===== src/rtl/sysctl_pkg.sv =====
package sysctl_pkg;

    // Bit positions inside the control byte; software depends on these.
    localparam int unsigned BIT_FAST_RST = 0;
    localparam int unsigned BIT_A20      = 1;
    localparam int unsigned BIT_SPARE_LO = 2;
    localparam int unsigned BIT_LOCK     = 3;
    localparam int unsigned BIT_WDOG     = 4;
    localparam int unsigned BIT_SPARE_HI = 5;
    localparam int unsigned BIT_LED_LO   = 6;
    localparam int unsigned BIT_LED_HI   = 7;
    localparam int unsigned REG_W        = 8;

    typedef enum logic {
        PS_IDLE  = 1'b0,
        PS_DRIVE = 1'b1
    } pulse_state_e;

    typedef struct packed {
        logic wr;    // accepted byte write
        logic rd;    // accepted byte read
        logic bad;   // hit with unsupported width
    } access_t;

endpackage


===== src/rtl/sysctl_decode.sv =====
module sysctl_decode
    import sysctl_pkg::*;
#(
    parameter int unsigned        ADDR_W    = 16,
    parameter int unsigned        BE_W      = 4,
    parameter logic [ADDR_W-1:0]  PORT_ADDR = 16'h0092
) (
    input  logic              clk,
    input  logic              por_n,
    input  logic [ADDR_W-1:0] addr_i,
    input  logic [BE_W-1:0]   be_i,
    input  logic              rd_i,
    input  logic              wr_i,
    output access_t           acc_o,
    output logic              err_o
);

    logic hit;
    logic single;
    logic any_lane;
    logic err_q;

    assign hit      = (addr_i == PORT_ADDR);
    assign single   = (be_i == BE_W'(1));
    assign any_lane = |be_i;

    always_comb begin
        acc_o.wr  = hit && single && wr_i;
        acc_o.rd  = hit && single && rd_i && !wr_i;
        acc_o.bad = hit && any_lane && !single && (rd_i || wr_i);
    end

    always_ff @(posedge clk or negedge por_n) begin
        if (!por_n) err_q <= 1'b0;
        else        err_q <= acc_o.bad;
    end

    assign err_o = err_q;

    AST_ERR_ONE_CYCLE: assert property (@(posedge clk) disable iff (!por_n)
        (err_q && !acc_o.bad) |=> !err_q);

endmodule


===== src/rtl/sysctl_regs.sv =====
module sysctl_regs
    import sysctl_pkg::*;
(
    input  logic             clk,
    input  logic             por_n,
    input  logic             cpu_rst_n,
    input  access_t          acc_i,
    input  logic [REG_W-1:0] wdata_i,
    input  logic             wdog_i,
    output logic [REG_W-1:0] rd_val_o,
    output logic             start_o,
    output logic             a20_o,
    output logic             led_o
);

    logic       cpu_dom_n;
    logic       a20_q;
    logic [1:0] led_q;
    logic       lock_q;
    logic       method_q;
    logic       unused_bits;

    assign cpu_dom_n   = por_n & cpu_rst_n;
    assign unused_bits = ^{wdata_i[BIT_SPARE_HI], wdata_i[BIT_WDOG], wdata_i[BIT_SPARE_LO]};

    // CPU reset domain: gate and light bits
    always_ff @(posedge clk or negedge cpu_dom_n) begin
        if (!cpu_dom_n) begin
            a20_q <= 1'b0;
            led_q <= 2'b00;
        end else if (acc_i.wr) begin
            led_q <= wdata_i[BIT_LED_HI:BIT_LED_LO];
            if (!wdata_i[BIT_FAST_RST]) a20_q <= wdata_i[BIT_A20];
        end
    end

    // Power-on domain: lock and reset-method bits
    always_ff @(posedge clk or negedge por_n) begin
        if (!por_n) begin
            lock_q   <= 1'b0;
            method_q <= 1'b0;
        end else if (acc_i.wr) begin
            lock_q   <= lock_q | wdata_i[BIT_LOCK];
            method_q <= wdata_i[BIT_FAST_RST];
        end
    end

    always_comb begin
        rd_val_o               = '0;
        rd_val_o[BIT_FAST_RST] = method_q;
        rd_val_o[BIT_A20]      = a20_q;
        rd_val_o[BIT_LOCK]     = lock_q;
        rd_val_o[BIT_WDOG]     = wdog_i;
        rd_val_o[BIT_LED_HI:BIT_LED_LO] = led_q;
    end

    assign start_o = acc_i.wr && wdata_i[BIT_FAST_RST];
    assign a20_o   = a20_q;
    assign led_o   = |led_q;

    AST_LOCK_STICKY: assert property (@(posedge clk) disable iff (!por_n)
        lock_q |=> lock_q);

    AST_A20_SKIP: assert property (@(posedge clk) disable iff (!cpu_dom_n)
        start_o |=> $stable(a20_q));

    AST_METHOD_CPU_RST: assert property (@(posedge clk) disable iff (!por_n)
        (!cpu_rst_n && !acc_i.wr) |=> $stable(method_q));

endmodule


===== src/rtl/sysctl_pulse.sv =====
module sysctl_pulse
    import sysctl_pkg::*;
#(
    parameter int unsigned PULSE_LEN = 4
) (
    input  logic clk,
    input  logic por_n,
    input  logic start_i,
    output logic pulse_o
);

    localparam int unsigned CW = (PULSE_LEN > 1) ? $clog2(PULSE_LEN) : 1;
    localparam logic [CW-1:0] LAST = CW'(PULSE_LEN - 1);

    pulse_state_e  state_q, state_d;
    logic [CW-1:0] cnt_q, cnt_d;

    // State register
    always_ff @(posedge clk or negedge por_n) begin
        if (!por_n) begin
            state_q <= PS_IDLE;
            cnt_q   <= '0;
        end else begin
            state_q <= state_d;
            cnt_q   <= cnt_d;
        end
    end

    // Next state
    always_comb begin
        state_d = state_q;
        cnt_d   = cnt_q;
        unique case (state_q)
            PS_IDLE: begin
                cnt_d = '0;
                if (start_i) state_d = PS_DRIVE;        // IDLE_TO_DRIVE
            end
            PS_DRIVE: begin
                if (cnt_q == LAST) begin
                    state_d = PS_IDLE;                  // DRIVE_TO_IDLE
                    cnt_d   = '0;
                end else begin
                    cnt_d = cnt_q + 1'b1;
                end
            end
            default: state_d = PS_IDLE;
        endcase
    end

    // Outputs
    always_comb begin
        unique case (state_q)
            PS_IDLE:  pulse_o = 1'b0;
            PS_DRIVE: pulse_o = 1'b1;
            default:  pulse_o = 1'b0;
        endcase
    end

    AST_PULSE_CAUSE: assert property (@(posedge clk) disable iff (!por_n)
        $rose(pulse_o) |-> $past(start_i));

    AST_PULSE_HOLD: assert property (@(posedge clk) disable iff (!por_n)
        (pulse_o && cnt_q != LAST) |=> pulse_o);

    AST_PULSE_END: assert property (@(posedge clk) disable iff (!por_n)
        (pulse_o && cnt_q == LAST) |=> !pulse_o);

endmodule


===== src/rtl/sysctl_a20_reset.sv =====
module sysctl_a20_reset
    import sysctl_pkg::*;
#(
    parameter int unsigned       ADDR_W    = 16,
    parameter int unsigned       BE_W      = 4,
    parameter int unsigned       DATA_W    = 32,
    parameter logic [ADDR_W-1:0] PORT_ADDR = 16'h0092,
    parameter int unsigned       PULSE_LEN = 4
) (
    input  logic              clk,
    input  logic              por_n,
    input  logic              cpu_rst_n,
    input  logic [ADDR_W-1:0] io_addr,
    input  logic [BE_W-1:0]   io_be,
    input  logic [DATA_W-1:0] io_wdata,
    input  logic              io_rd,
    input  logic              io_wr,
    input  logic              wdog_timeout,
    output logic [REG_W-1:0]  io_rdata,
    output logic              io_err,
    output logic              a20_gate,
    output logic              fast_reset,
    output logic              activity_led
);

    access_t          acc;
    logic [REG_W-1:0] rd_val;
    logic [REG_W-1:0] rdata_q;
    logic             start;
    logic             unused_wide;

    assign unused_wide = ^io_wdata[DATA_W-1:REG_W];

    sysctl_decode #(
        .ADDR_W    (ADDR_W),
        .BE_W      (BE_W),
        .PORT_ADDR (PORT_ADDR)
    ) u_decode (
        .clk    (clk),
        .por_n  (por_n),
        .addr_i (io_addr),
        .be_i   (io_be),
        .rd_i   (io_rd),
        .wr_i   (io_wr),
        .acc_o  (acc),
        .err_o  (io_err)
    );

    sysctl_regs u_regs (
        .clk       (clk),
        .por_n     (por_n),
        .cpu_rst_n (cpu_rst_n),
        .acc_i     (acc),
        .wdata_i   (io_wdata[REG_W-1:0]),
        .wdog_i    (wdog_timeout),
        .rd_val_o  (rd_val),
        .start_o   (start),
        .a20_o     (a20_gate),
        .led_o     (activity_led)
    );

    sysctl_pulse #(
        .PULSE_LEN (PULSE_LEN)
    ) u_pulse (
        .clk     (clk),
        .por_n   (por_n),
        .start_i (start),
        .pulse_o (fast_reset)
    );

    always_ff @(posedge clk or negedge por_n) begin
        if (!por_n)      rdata_q <= '0;
        else if (acc.rd) rdata_q <= rd_val;
        else             rdata_q <= '0;
    end

    assign io_rdata = rdata_q;

    AST_RDATA_IDLE_ZERO: assert property (@(posedge clk) disable iff (!por_n)
        !$past(io_rd) |-> (io_rdata == '0));

    AST_WIDE_NO_EFFECT: assert property (@(posedge clk) disable iff (!por_n || !cpu_rst_n)
        (io_wr && io_addr == PORT_ADDR && io_be != BE_W'(1)) |=> $stable(a20_gate));

    AST_FOREIGN_NO_EFFECT: assert property (@(posedge clk) disable iff (!por_n || !cpu_rst_n)
        (io_addr != PORT_ADDR) |=> ($stable(a20_gate) && $stable(activity_led)));

endmodule


===== config.mk =====
export PLATFORM = sky130hd
export DESIGN_NAME = sysctl_a20_reset
export DESIGN_NICKNAME = d
export VERILOG_FILES = /design/src/rtl/sysctl_pkg.sv /design/src/rtl/sysctl_decode.sv /design/src/rtl/sysctl_regs.sv /design/src/rtl/sysctl_pulse.sv /design/src/rtl/sysctl_a20_reset.sv
export SDC_FILE = /design/constraint.sdc
export NUM_CORES = 1
export LEC_CHECK = 0
export BUFFER_PORTS_ARGS = -buffer_cell sky130_fd_sc_hd__buf_4
export CAP_MARGIN = 25
export CORE_MARGIN = 4
export CORE_UTILIZATION = 36
export DETAILED_ROUTE_END_ITERATION = 7
export GPL_ROUTABILITY_DRIVEN = 1
export MAX_ROUTING_LAYER = met4
export PLACE_DENSITY = 0.78
export SYNTH_ARGS = -nofsm -noshare
export SYNTH_HDL_FRONTEND = slang
export SYNTH_HIERARCHICAL = 1
export SYNTH_SLANG_ARGS = --single-unit

===== constraint.sdc =====
create_clock -name clk -period 1.3 [get_ports clk]
set_clock_uncertainty 0.15 [all_clocks]
set_input_delay 0.26 -clock clk [delete_from_list [all_inputs] [get_ports clk]]
set_output_delay 0.26 -clock clk [all_outputs]
set_load 0.02 [all_outputs]

### After elaboration in Yosys (flattened, before gate mapping)

Cells that the tools add are included.

* muxes and demuxes: 7
* add/subtract/negate cells: 1
* equal/unequal tests: 3
* reductions and logical operators: 14
* bitwise operators: 4

Operator list (count)
* $eq 16x8->1 const B: 1
* $logic_and 1x1->1: 8
* $mux 8: 1
* $eq 4x1->1 const B: 1
* $pmux 1 s2: 2
* $pmux 2 s2: 1
* $reduce_or 4->1: 1
* $add 2x1->2 const B: 1
* $eq 2x2->1 const B: 1
* $logic_not 1->1: 2
* $mux 1: 2
* $mux 2: 1
* $not 1->1: 2
* $reduce_and 2->1: 1
* $reduce_or 2->1: 1
* $and 1x1->1: 1
* $logic_or 1x1->1: 1
* $or 1x1->1: 1

* output and inout bits: 12
* word-level logic and storage cells: 37
* input port bits: 58
* flip-flop bits (word level): 17

### Longest topological paths before layout

Gate-level depths: netlist (run 1).

* depth after elaboration: 6
* gate-level depth with buffers: 6
* mapped depth without buffers: 6

### Modules after synthesis

Netlist (run 1), hierarchy kept.

By module, submodules not included
* sysctl_regs: area an instance 265.3 µm², seq. area each 125.1 µm², cells an instance 21, times used 1
* sysctl_a20_reset: area an instance 250.2 µm², seq. area each 200.2 µm², cells an instance 16, times used 1
* sysctl_decode: area an instance 138.9 µm², seq. area each 25.0 µm², cells an instance 15, times used 1
* sysctl_pulse: area an instance 115.1 µm², seq. area each 75.1 µm², cells an instance 9, times used 1

### Worst setup path after synthesis (run 1)

Ideal clock, no wire load.

* kind: input to register
* start point: in io_addr[13]
* end point: reg u_regs.a20_q (netlist: u_regs/a20_o)
* path buffers: 0
* required time: 1.025 ns
* arrival: 1.499 ns
* cell stages on the path: 5
* setup time: 0.125 ns
* slack: -0.475 ns
* cells stage by stage: nor4_1 > nand4_1 > nor2_1 > nor2b_4 > mux2_4

RTL lines
* start, declared: RTL line sysctl_a20_reset.sv:13 `input logic [ADDR_W-1:0] io_addr,`
* end signal, assigned: RTL line sysctl_regs.sv:33 `if (!wdata_i[BIT_FAST_RST]) a20_q <= wdata_i[BIT_A20];`
* end, declared: RTL line sysctl_regs.sv:17 `logic a20_q;`

==> results.yml, run 1 <==
routing:
  met1_length_um: 567
  met3WireLength_um: 171
  dr.pass1.iters: 2
  drt_first_iter_violations: 3
  top_layer_used: "met4"
  drc: 0
  routed_via_density: 4.43
  dr_wl_met2_um: 891
  routed_wirelength_mm: 1.66
  ant_nets: 0
  vias: 620
  wl_per_cell_um: 11.9
critical_path:
  worst-path-max-fanout: 3
  path_depth: 6
  critical_path.startpoint_type: "input pin"
  r2r_end: "u_pulse/cnt_q[1]"
  slowest_delay_ns: 0.29
  ff2ff_path_depth: 2
  cpMaxStageDelayCell: "mux2_4"
  critPathTopFamily: "simple AND/OR/NAND/NOR gates"
  worst-setup-path-type: "in2reg"
  critPathCapture: "u_regs/a20_o"
  rr_startpoint: "u_pulse/cnt_q[0]"
  r2r_slack_ns: 0.21
  worst-path-buf-inv: 1
  required_ns: 1.32
  path_cells: "buf_8 -> nor4_4 -> nand4_1 -> nor2_4 -> nor2b_4 -> mux2_4"
  endpoint_kind: "register"
  arrival_ns: 1.50
  startpoint: "io_addr[13]"
pwr:
  p_seq_frac: 0.575
  pwr-share-clk: 0.287
  irDropWorstVdd_v: 0.000367
  combPwrFrac: 0.138
  total_power_uw: 918
  cellPowerDensity_nw_per_um2: 714
  p_leak_nw: 0.662
  swShare: 0.205
  netSwitchingPower_uw: 188
  internal_power_uw: 730
sta:
  timing.final.crit_share: 1.13
  hold_violations: 0
  final-setup-viol-count: 6
  tns_ns: -0.844
  fmax_mhz: 678
  report.final.slew_viol_count: 0
  finalCriticalPeriod_ns: 1.47
  holdWs_ns: 0.0285
  rsz0062_at_grt: "yes"
  setup_ws_ns: -0.174
run_status:
  status: "finished, violations left"
  violations: "setup timing"
cells_and_area:
  area_delta_synth_final_pct: 67.2
  nets: 173
  final_cell_area_um2: 1290
  antenna_cells: 0
  drive_above_1_share: 0.611
hold_path:
  hold_class: "in2reg"
  hold_depth: 2
die:
  core_area_um2: 2000
  ios: 70
  start_util: 0.384
  rows: 16
  die_w_um: 54.2
  die_h_um: 54.2
  die_area_um2: 2940
placed_design:
  port_buffers: 42
  gp_congestion: 0.679
  dp_hpwl_mm: 1.38
  placed_area_um2: 1160
global_routing:
  grt_pass1_vias: 642
  grt_max_degree: 16
  grt_pass1_wl_mm: 2.66
  grt_usage: 0.134
  antenna_found_initial: 0
  overflow: 0
clocking:
  cts_buffers: 3
  insertion_delay_ns: 0.28
  h-tree-depth: 1
  tritoncts: "built"
  cts_buffer_depth: 2
  cts.reportedPaths.clkPinSlew_ns: 0.08
  clock-root-buffer: "clkbuf_4"
  cts_sinks: 17
yosys:
  yosys_warnings: 6
  synthArstFlopShare: 1.00
  syn_area_per_cell_um2: 12.6
  syn_inst: 61
  yosysSeqAreaShare: 0.553
  synth_edf_count: 0
  netlist_area_um2: 769
  ys_types: 25
  ys_seq_elements: 17
  synth-main-ff-cell: "dfrtp_1"
job:
  drv_cap: 0
[what timing repair did]
item | CTS | global route
buffers inserted | 3 | 2
pin swaps | 4 | 2
resized for setup | 12 | 2
endpoints found under the setup margin | 6 | 13
hold buffers | 2 | 0
endpoints found under the hold margin | 17 | 0
[power by group through the flow]
| stage | Sequential (mW) | Clock (mW) | Combinational [mW] |
|---|---|---|---|
| floorplan | 0.539 | 0 | 0.0239 |
| global placement | 0.539 | 0 | 0.111 |
| detailed placement | 0.539 | 0 | 0.115 |
| CTS | 0.528 | 0.280 | 0.127 |
| global route | 0.528 | 0.308 | 0.139 |
| finish | 0.528 | 0.263 | 0.127 |
[sequential cells by signal, summed over array words and instances (netlist names)]
name             cells
io_rdata             8
u_pulse/cnt_q        2
u_regs/led_q         2
u_decode/err_o       1
u_pulse/state_q      1
u_regs/a20_o         1
u_regs/lock_q        1
u_regs/method_q      1
[cell type report]
cell class,instances,area (µm²)
multi-input cells,38,357
repair buffers,53,440
fillers,172,716
flip-flops and latches,17,425
well taps,27,33.8
clock buffers,4,26.3
inverters,1,3.75
[layer usage]
layer  vias up  global-route usage
met4         0              0.0622
met3         3              0.0327
met2        34               0.237
met5         -                   -
li1        302                   -
met1       281               0.138
[synthesized netlist by cell type (2+ instances only)]
library cell | n | area (µm²)
and2_1 | 10 | 62.6
o21ai_1 | 2 | 10.0
nor3_1 | 2 | 10.0
nor4b_2 | 2 | 30.0
mux2_1 | 3 | 33.8
buf_4 | 6 | 45.0
dfrtp_1 | 17 | 425
nor2_1 | 2 | 7.51
[kinds of logic after synthesis]
logic type                 Yosys count  share of synthesized area
other                                1                    0.00487
DFF                                 17                      0.553
buffers and inverters                7                     0.0634
and+or+nand+nor                     28                      0.275
adders and majority gates            1                     0.0163
muxes                                4                     0.0634
AOI/OAI and AO/OA                    3                     0.0244
[per-stage QoR]
step | util | setup WS [ns] | instances
final | 0.643 | -0.174 | 140
after global routing | 0.643 | -0.214 | 140
after CTS | 0.631 | -0.161 | 138
after detailed placement | 0.578 | -0.487 | 129
after global placement | 0.578 | -0.419 | 129
after floorplan | - | -0.310 | 62
[layout by cell type, fill, tap and decap left out]
cell type and instances:
a21o_2 1, and2_1 10, and2_4 1, buf_4 42
buf_6 8, buf_8 1, clkbuf_1 1, clkbuf_4 3
conb_1 2, dfrtp_1 17, dlygate4sd3_1 2, ha_1 1
inv_2 1, mux2_1 1, mux2_4 3, nand2_1 1
nand2b_1 1, nand3_1 1, nand3b_1 1, nand4_1 1
nor2_1 1, nor2_2 1, nor2_4 1, nor2b_4 1
nor3_1 2, nor4_4 1, nor4b_2 1, nor4b_4 3
o21ai_1 2, or2_4 1
[worst min path at each step]
stage	startpoint	end	slack (ns)
global placement	por_n	io_rdata[2]	-0.03
floorplan	por_n	io_rdata[0]	-0.19
global route	io_wdata[3]	u_regs/lock_q	0.02
detailed placement	por_n	io_rdata[3]	-0.03
finish	wdog_timeout	io_rdata[4]	0.03
CTS	wdog_timeout	io_rdata[4]	0.02
(Power assumes the default switching activity.)
==> run 2: changes to the inputs <==
==> constraint.sdc (replaced) <==
create_clock -name clk -period 1.3 [get_ports clk]
set_clock_uncertainty 0.15 [all_clocks]
set_input_delay 0.065 -clock clk [delete_from_list [all_inputs] [get_ports clk]]
set_output_delay 0.065 -clock clk [all_outputs]
set_load 0.02 [all_outputs]
==> results.yml, run 2 (synthesis gave the netlist of run 1 again) <==
global_routing:
  grt_pass1_wl_mm: 2.62
  grt_usage: 0.126
  antenna_found_initial: 0
  overflow: 0
  grt_pass1_vias: 659
  grt_max_degree: 16
sta:
  rsz0062_at_grt: "no"
  fmax_mhz: 794
  hold_violations: 0
  finalCriticalPeriod_ns: 1.26
  final-setup-viol-count: 0
  timing.final.crit_share: 0.968
  report.final.slew_viol_count: 0
cells_and_area:
  layout_common_cells: "46 x buf_4, 17 x dlygate4sd3_1, 17 x dfrtp_1"
  fillCellCount: 156
  area_delta_synth_final_pct: 76.7
  final_util: 0.679
  largest_register_ffs: 8
  nets: 184
  drive_above_1_share: 0.508
  final_common_cell: "buf_4"
  antenna_cells: 0
clocking:
  postCtsSetupBuffers: 0
  clock-root-buffer: "clkbuf_4"
  tritoncts: "built"
  h-tree-depth: 1
  cts_buffer_depth: 2
  cts.reportedPaths.clkPinSlew_ns: 0.09
  cts_sinks: 17
  insertion_delay_ns: 0.28
  cts_buffers: 3
critical_path:
  cpMaxStageDelayCell: "dfrtp_1"
  critPathTopFamily: "flip-flops"
  required_ns: 1.09
  endpoint_kind: "primary output"
  critical_path.startpoint_type: "register"
  worst-setup-path-type: "reg2out"
  arrival_ns: 1.04
  worst-path-max-fanout: 3
  path_cells: "or2_4 -> buf_6"
  slowest_delay_ns: 0.39
  worst-path-buf-inv: 1
pwr:
  irDropWorstVdd_v: 0.000391
  total_power_uw: 936
  p_leak_nw: 0.703
  cellPowerDensity_nw_per_um2: 689
routing:
  drc: 0
  routed_wirelength_mm: 1.68
  ant_nets: 0
  vias: 654
  drt_first_iter_violations: 4
  dr.pass1.iters: 4
  routed_via_density: 4.33
  wl_per_cell_um: 11.1
run_status:
  status: "finished clean"
hold_path:
  hold_class: "in2async"
die:
  core_area_um2: 2000
  ios: 70
  die_area_um2: 2940
  rows: 16
  die_h_um: 54.2
  start_util: 0.384
  die_w_um: 54.2
placed_design:
  port_buffers: 42
  gp_congestion: 0.676
  dp_hpwl_mm: 1.34
job:
  drv_cap: 0
-- run 2: path summary, 6_finish.rpt --
kind / from / to / slack [ns] / depth (start not counted)
setup / recovery: u_regs/led_q[1] / activity_led / 0.04 / 2
hold / removal: por_n / io_rdata[1] / 0.009 / 2
setup reg to reg: u_pulse/cnt_q[0] / u_pulse/cnt_q[1] / 0.20 / 2
hold reg to reg: u_regs/lock_q / u_regs/lock_q / 0.31 / 1
max in group asynchronous: por_n / u_regs/led_q[0] / 0.62 / 3
min in group clk: io_wr / io_rdata[7] / 0.16 / 5
-- run 2: what timing repair did --
action                     CTS  global route
hold endpoints to repair    24             0
hold buffers                17             0
gates resized for setup      2             0
setup endpoints to repair    1             0
-- run 2: stage by stage --
stage | TNS (ns) | cells | hold WS (ns) | cell area [µm²] | setup WS [ns]
final | 0 | 151 | 0.00942 | 1360 | 0.0411
after global routing | 0 | 151 | 0.0234 | 1360 | 0.000266
after global placement | -1.20 | 130 | -0.228 | 1160 | -0.187
after floorplan | -0.122 | 62 | -0.381 | 815 | -0.122
after CTS | 0 | 151 | 0.00169 | 1360 | 0.00753
after detailed placement | -1.74 | 130 | -0.226 | 1160 | -0.245
-- run 2: routing by layer --
layer / wire, µm / track usage / vias up
li1: - / - / 327
met1: 656 / 0.147 / 290
met2: 838 / 0.215 / 35
met3: 163 / 0.0191 / 2
met4: 16 / 0.0498 / 0
met5: 0 / - / -
-- run 2: final cells by class --
class | count | area [µm²] | area share
Sequential cell | 17 | 425 | 0.313
Clock inverter | 1 | 5.00 | 0.00368
Multi-Input combinational cell | 38 | 343 | 0.252
Tap cell | 27 | 33.8 | 0.0248
Timing Repair Buffer | 64 | 527 | 0.387
Clock buffer | 3 | 22.5 | 0.0166
Inverter | 1 | 3.75 | 0.00276
-- run 2: where the power goes --
group	switching, mW	internal, mW
sequential	0.00000347	0.528
combinational	0.0476	0.0994
clock	0.147	0.114
total	0.195	0.742
